===== src/rtl/phy_lb_pkg.sv =====
package phy_lb_pkg;

    typedef enum logic [1:0] {
        LB_NORMAL = 2'd0,
        LB_NEAR   = 2'd1,
        LB_FAR    = 2'd2
    } lb_mode_e;

endpackage


===== src/rtl/lb_nibble_pipe.sv =====
module lb_nibble_pipe #(
    parameter int W     = 4,
    parameter int DEPTH = 2
) (
    input  logic         clk,
    input  logic         rst_n,
    input  logic [W-1:0] din,
    input  logic         vin,
    output logic [W-1:0] dout,
    output logic         vout,
    output logic         busy
);
    localparam int LAST = DEPTH - 1;

    logic [DEPTH-1:0][W-1:0] d_q;
    logic [DEPTH-1:0]        v_q;

    for (genvar g = 0; g < DEPTH; g++) begin : g_stage
        if (g == 0) begin : g_head
            always_ff @(posedge clk) begin
                if (!rst_n) begin
                    d_q[g] <= '0;
                    v_q[g] <= 1'b0;
                end else begin
                    d_q[g] <= din;
                    v_q[g] <= vin;
                end
            end
        end else begin : g_tail
            always_ff @(posedge clk) begin
                if (!rst_n) begin
                    d_q[g] <= '0;
                    v_q[g] <= 1'b0;
                end else begin
                    d_q[g] <= d_q[g-1];
                    v_q[g] <= v_q[g-1];
                end
            end
        end
    end

    assign dout = d_q[LAST];
    assign vout = v_q[LAST];
    assign busy = |v_q;
endmodule


===== src/rtl/lb_mode_fsm.sv =====
module lb_mode_fsm
    import phy_lb_pkg::*;
(
    input  logic     clk,
    input  logic     rst_n,
    input  logic     want_near,
    input  logic     want_far,
    input  logic     rmii_on,
    input  logic     frame_gap,
    output lb_mode_e mode
);
    lb_mode_e state_q;
    lb_mode_e state_d;
    lb_mode_e wanted;

    always_comb begin
        if (want_near)
            wanted = LB_NEAR;
        else if (want_far && rmii_on)
            wanted = LB_FAR;
        else
            wanted = LB_NORMAL;
    end

    always_comb begin
        state_d = state_q;
        unique case (state_q)
            LB_NORMAL: begin
                if (frame_gap && wanted == LB_NEAR)     state_d = LB_NEAR;
                else if (frame_gap && wanted == LB_FAR) state_d = LB_FAR;
            end
            LB_NEAR: begin
                if (frame_gap && wanted == LB_NORMAL)   state_d = LB_NORMAL;
                else if (frame_gap && wanted == LB_FAR) state_d = LB_FAR;
            end
            LB_FAR: begin
                if (frame_gap && wanted == LB_NORMAL)    state_d = LB_NORMAL;
                else if (frame_gap && wanted == LB_NEAR) state_d = LB_NEAR;
            end
            default: state_d = LB_NORMAL;
        endcase
    end

    always_ff @(posedge clk) begin
        if (!rst_n) state_q <= LB_NORMAL;
        else        state_q <= state_d;
    end

    assign mode = state_q;
endmodule


===== src/rtl/lb_route_out.sv =====
module lb_route_out
    import phy_lb_pkg::*;
#(
    parameter int W = 4
) (
    input  logic         clk,
    input  logic         rst_n,
    input  lb_mode_e     mode,
    input  logic         col_test,
    input  logic         txen_now,
    input  logic [W-1:0] tx_d,
    input  logic         tx_v,
    input  logic [W-1:0] rx_d,
    input  logic         rx_v,
    output logic [W-1:0] mac_rxd,
    output logic         mac_rxdv,
    output logic         mac_crs,
    output logic         mac_col,
    output logic [W-1:0] line_txd,
    output logic         line_txdv,
    output logic         line_tx_on
);
    logic txen_q;

    always_ff @(posedge clk) begin
        if (!rst_n) txen_q <= 1'b0;
        else        txen_q <= txen_now;
    end

    always_comb begin
        mac_rxd    = '0;
        mac_rxdv   = 1'b0;
        mac_crs    = 1'b0;
        mac_col    = 1'b0;
        line_txd   = '0;
        line_txdv  = 1'b0;
        line_tx_on = 1'b0;
        unique case (mode)
            LB_NORMAL: begin
                line_txd   = tx_d;
                line_txdv  = tx_v;
                line_tx_on = 1'b1;
                mac_rxd    = rx_d;
                mac_rxdv   = rx_v;
                mac_crs    = rx_v;
                mac_col    = tx_v & rx_v;
            end
            LB_NEAR: begin
                mac_rxd  = tx_d;
                mac_rxdv = tx_v;
                mac_crs  = tx_v;
                mac_col  = col_test & txen_q;
            end
            LB_FAR: begin
                line_txd   = rx_d;
                line_txdv  = rx_v;
                line_tx_on = 1'b1;
            end
            default: ;
        endcase
    end
endmodule


===== src/rtl/phy_loopback_ctrl.sv =====
module phy_loopback_ctrl
    import phy_lb_pkg::*;
#(
    parameter int NIB_W   = 4,
    parameter int PIPE_LEN = 2
) (
    input  logic             clk,
    input  logic             rst_n,
    input  logic [NIB_W-1:0] mac_txd,
    input  logic             mac_txen,
    input  logic [NIB_W-1:0] line_rxd,
    input  logic             line_rxdv,
    input  logic             cfg_near_lb,
    input  logic             cfg_col_test,
    input  logic             cfg_far_lb,
    input  logic             cfg_rmii,
    output logic [NIB_W-1:0] mac_rxd,
    output logic             mac_rxdv,
    output logic             mac_crs,
    output logic             mac_col,
    output logic [NIB_W-1:0] line_txd,
    output logic             line_txdv,
    output logic             line_tx_on
);
    logic [NIB_W-1:0] tx_d, rx_d;
    logic             tx_v, rx_v, tx_busy, rx_busy, frame_gap;
    lb_mode_e         cur_mode;

    lb_nibble_pipe #(.W(NIB_W), .DEPTH(PIPE_LEN)) u_tx_pipe (
        .clk(clk), .rst_n(rst_n), .din(mac_txd), .vin(mac_txen),
        .dout(tx_d), .vout(tx_v), .busy(tx_busy)
    );

    lb_nibble_pipe #(.W(NIB_W), .DEPTH(PIPE_LEN)) u_rx_pipe (
        .clk(clk), .rst_n(rst_n), .din(line_rxd), .vin(line_rxdv),
        .dout(rx_d), .vout(rx_v), .busy(rx_busy)
    );

    assign frame_gap = !mac_txen && !line_rxdv && !tx_busy && !rx_busy;

    lb_mode_fsm u_fsm (
        .clk(clk), .rst_n(rst_n), .want_near(cfg_near_lb), .want_far(cfg_far_lb),
        .rmii_on(cfg_rmii), .frame_gap(frame_gap), .mode(cur_mode)
    );

    lb_route_out #(.W(NIB_W)) u_route (
        .clk(clk), .rst_n(rst_n), .mode(cur_mode), .col_test(cfg_col_test),
        .txen_now(mac_txen), .tx_d(tx_d), .tx_v(tx_v), .rx_d(rx_d), .rx_v(rx_v),
        .mac_rxd(mac_rxd), .mac_rxdv(mac_rxdv), .mac_crs(mac_crs), .mac_col(mac_col),
        .line_txd(line_txd), .line_txdv(line_txdv), .line_tx_on(line_tx_on)
    );
endmodule


===== config.mk =====
export PLATFORM = sky130hd
export DESIGN_NAME = phy_loopback_ctrl
export DESIGN_NICKNAME = d
export VERILOG_FILES = /design/src/rtl/phy_lb_pkg.sv /design/src/rtl/lb_nibble_pipe.sv /design/src/rtl/lb_mode_fsm.sv /design/src/rtl/lb_route_out.sv /design/src/rtl/phy_loopback_ctrl.sv
export SDC_FILE = /design/constraint.sdc
export NUM_CORES = 1
export LEC_CHECK = 0
export CORE_UTILIZATION = 40
export CTS_CLUSTER_DIAMETER = 120
export DETAILED_ROUTE_END_ITERATION = 10
export GPL_TIMING_DRIVEN = 0
export PLACE_DENSITY = 0.76
export SYNTH_ARGS = -nofsm -noshare
export SYNTH_HDL_FRONTEND = slang
export SYNTH_HIERARCHICAL = 1
export SYNTH_SLANG_ARGS = --single-unit

===== constraint.sdc =====
create_clock -name clk -period 1.25 [get_ports clk]
set_input_delay 0.25 -clock clk [delete_from_list [all_inputs] [get_ports clk]]
set_output_delay 0.25 -clock clk [all_outputs]
set_load 0.05 [all_outputs]

==> key figures <==
Route
  – DRC: 2
  – DRT iter0 DRCs: 9
  – Wl on met1: roughly 660 µm
  – DR pass1 iterations: 6
  – Detailed-route wire length: ~1.5 mm
  – Drt wl/cell: between 9 and 10 µm
  – DR top layer: met3
  – Vias/cell: around 4.3
  – ANT nets after route: 0
  – Met2 routed WL: 793 µm
  – Metal3 WL: 54 µm
  – Via Count: 673

Logic synthesis
  – Syn Inst Count: 88
  – Post-synth top area cell: dfxtp_1
  – Main flop type after synthesis: dfxtp_1
  – Register area share after synthesis: about 50%
  – Flops & latches, synth: 23
  – Fraction of registers with async set or reset after synthesis: 0%
  – Mapped Avg Cell Area: 10.5 µm²
  – Most numerous cell in the Yosys netlist: dfxtp_1
  – YS warnings: 6
  – Post-synth top area share: between 40% and 50%
  – Synth cell types: 15
  – Area contributors post-synth: dfxtp_1, and2_1, mux2i_1
  – Post-synthesis net count: ~100
  – EDFF count, synth: 0
  – Synthesized area: 922 µm²
  – Synth cell count leaders: dfxtp_1, and2_1, nor2_1

STA
  – Slew Viols, Final: 0
  – Fmax: 632 MHz
  – Worst setup margin: -0.331 ns
  – Worst Max-Slew Pin Slew: 0.500 ns
  – Hold Fails Final Rpt: 0
  – Final setup violation count: 14
  – Final Skew: approximately 0.0026 ns
  – Final Cycle Share: 127%
  – Final period demand of the worst path: around 1.6 ns
  – RSZ-0062 raised after global routing: yes
  – Relative slew margins: 66.6%
  – Final setup TNS: -2.96 ns

Global route
  – GR Overflow Total: 0
  – Tot GR Track Use: roughly an eighth
  – Vias in the first global route: 581
  – Largest net degree at the start of global routing: 23
  – First-pass GRT wire length: 2.35 mm
  – Initial antenna violation count: 0

Pwr
  – Cell internal pwr: between 0.001 and 0.0015 W
  – Combinational share of power: 23.5%
  – Leakage: 0.634 nW
  – VDD IR-drop max: about 720 µV
  – Seq pwr share: 54.8%
  – PwrDens: approximately 950 mW/mm²
  – Sw frac: roughly 25%
  – Switch Pwr: 0.000363 W
  – Clock share of power: between 20 and 25%

Floorplanning
  – Die area: approximately 0.0025 mm²
  – Core footprint: approximately 0.0022 mm²
  – Die width: around 50 µm
  – Std-Cell Rows: 17
  – Initial Utilization: between 40 and 50%
  – Top Ports: 29
  – Die Span Y: 50.0 µm

Worst hold path
  – Worst hold path class: register to register
  – Hold Path Origin: u_tx_pipe/d_q[3]
  – Worst hold stages: 1
  – Hold Path Sink: u_tx_pipe/dout[3]

Setup path
  – Worst EP arrival: 1.33 ns
  – Reg2reg path depth: 4
  – CP Launch Type: register
  – Max incr delay on CP: 0.38 ns
  – R2R Setup Slk: -0.02 ns
  – Buf+Inv Stages, Crit Path: 3
  – Crit Path Max Fanout: 8
  – Worst setup path startpoint: u_fsm/mode[0]
  – Reg2reg end: u_fsm/mode[0]
  – Reg2Reg Launch Point: u_rx_pipe/vout
  – Slowest CP cell: dfxtp_4
  – Setup crit end kind: output port
  – Critical path's top delay family: flip-flops
  – CP required: 1.00 ns
  – Crit-path cells: buf_12, mux2i_4, nor2_4, buf_6, buf_8
  – Critical path class: register to output port

Clock tree
  – Bufs on Longest Clock Path: 2
  – # hold bufs at CTS: 0
  – CTS tree: done
  – H-tree Lvls: 1
  – Number of buffers created by CTS: 3
  – Worst-Skew Late Latency: roughly 0.29 ns
  – Clock Sinks: 23
  – CTS clk-pin slew, worst paths: ~0.11 ns
  – Root buffer cell: clkbuf_4

Placed design
  – Final HPWL DP: 1.04 mm
  – Placer's final routability congestion estimate: 0.659
  – Area after DPL: roughly 0.0013 mm²
  – IO Port Bufs: 28

Run status
  – Failing checks: DRC, setup timing
  – Outcome: complete, but fails checks

Final layout
  – Fin nets: roughly 150
  – Layout cells sized above 1: approximately 48%
  – Diodes inserted: 0
  – Post-route cell area: 0.00151 mm²
  – Layout area overhead: 63.2%

Run
  – Max_cap viols: 0
[worst register-to-register path, cell delays in order (launching register included)]
cell and delay (ns):
dfxtp_4 0.38, or2_4 0.24, nor4_4 0.27, mux2i_1 0.23
nor2_1 0.05
[worst max path at each step]
stage / to / cells past startpoint / slack (ns)
finish: mac_rxdv / 5 / -0.33
floorplan: mac_rxd[0] / 2 / -0.17
global placement: mac_col / 4 / -0.72
global route: mac_rxdv / 5 / -0.39
CTS: mac_rxdv / 5 / -0.34
detailed placement: mac_col / 4 / -0.75
[metrics by stage]
step	power, W	utilization (%)	setup WS (ns)	std cells	hold WS, ns
after detailed placement	0.00107	58.3	-0.746	144	0.421
after global placement	0.00106	58.3	-0.721	144	0.415
final	0.00143	68.7	-0.331	157	0.446
after global routing	0.00149	68.7	-0.385	157	0.465
after CTS	0.00143	65.3	-0.343	154	0.449
after floorplan	0.000965	-	-0.175	88	0.372
[power groups by stage]
stage | Clock, W | Combinational, W | Sequential (W)
after global placement | 0 | 0.000267 | 0.000797
after detailed placement | 0 | 0.000271 | 0.000798
final | 0.000309 | 0.000336 | 0.000781
after global routing | 0.000353 | 0.000354 | 0.000785
after CTS | 0.000334 | 0.000313 | 0.000781
after floorplan | 0 | 0.000171 | 0.000794
[metal layers]
| metal | up-vias | GRT usage, % |
|---|---|---|
| li1 | 357 | - |
| met1 | 299 | 14.5 |
| met2 | 17 | 20.4 |
| met3 | 0 | 2.78 |
| met4 | 0 | 7.14 |
| met5 | - | 0 |
[final cells by class]
| class | count | area, µm² |
|---|---|---|
| inverter | 1 | 6.26 |
| timing repair buffer | 37 | 388 |
| fill | 168 | 686 |
| tap | 28 | 35.0 |
| buffer | 11 | 111 |
| multi-input combinational | 53 | 464 |
| sequential | 23 | 473 |
| clock inverter | 1 | 5.00 |
| clock buffer | 3 | 22.5 |
[cells in the final DEF, fill, tap and decap left out, types with 2 or more instances in the layout]
master	n
nor2_4	2
mux2i_4	3
nor2_1	3
mux2i_2	2
mux2i_1	6
nor2_2	7
buf_8	2
dfxtp_1	19
dfxtp_4	3
clkbuf_4	3
buf_6	11
and2_1	21
buf_12	2
buf_4	17
clkdlybuf4s50_1	14
[sequential cells by signal (all words and copies together), names as in the netlist]
register	cells
u_rx_pipe/vout	1
u_fsm/mode	2
u_tx_pipe/vout	1
u_route/txen_q	1
u_tx_pipe/d_q	4
u_rx_pipe/d_q	4
u_rx_pipe/v_q	1
u_tx_pipe/v_q	1
u_tx_pipe/dout	4
u_rx_pipe/dout	4
[timing repair]
item	in CTS	in global routing
setup buffers	6	2
cloned	0	1
pin swaps	3	3
setup endpoints to repair	15	15
gates resized for setup	107	10
[kinds of logic after synthesis]
kind of cell	after synthesis	share of synthesized area, %
AO/OA/AOI/OAI	3	2.98
multiplexers	11	11.9
AND/OR/NAND/NOR	39	25.4
flip-flops	23	49.9
buffers and inverters	12	9.77
No activity file was read; power rests on OpenSTA's default activity.
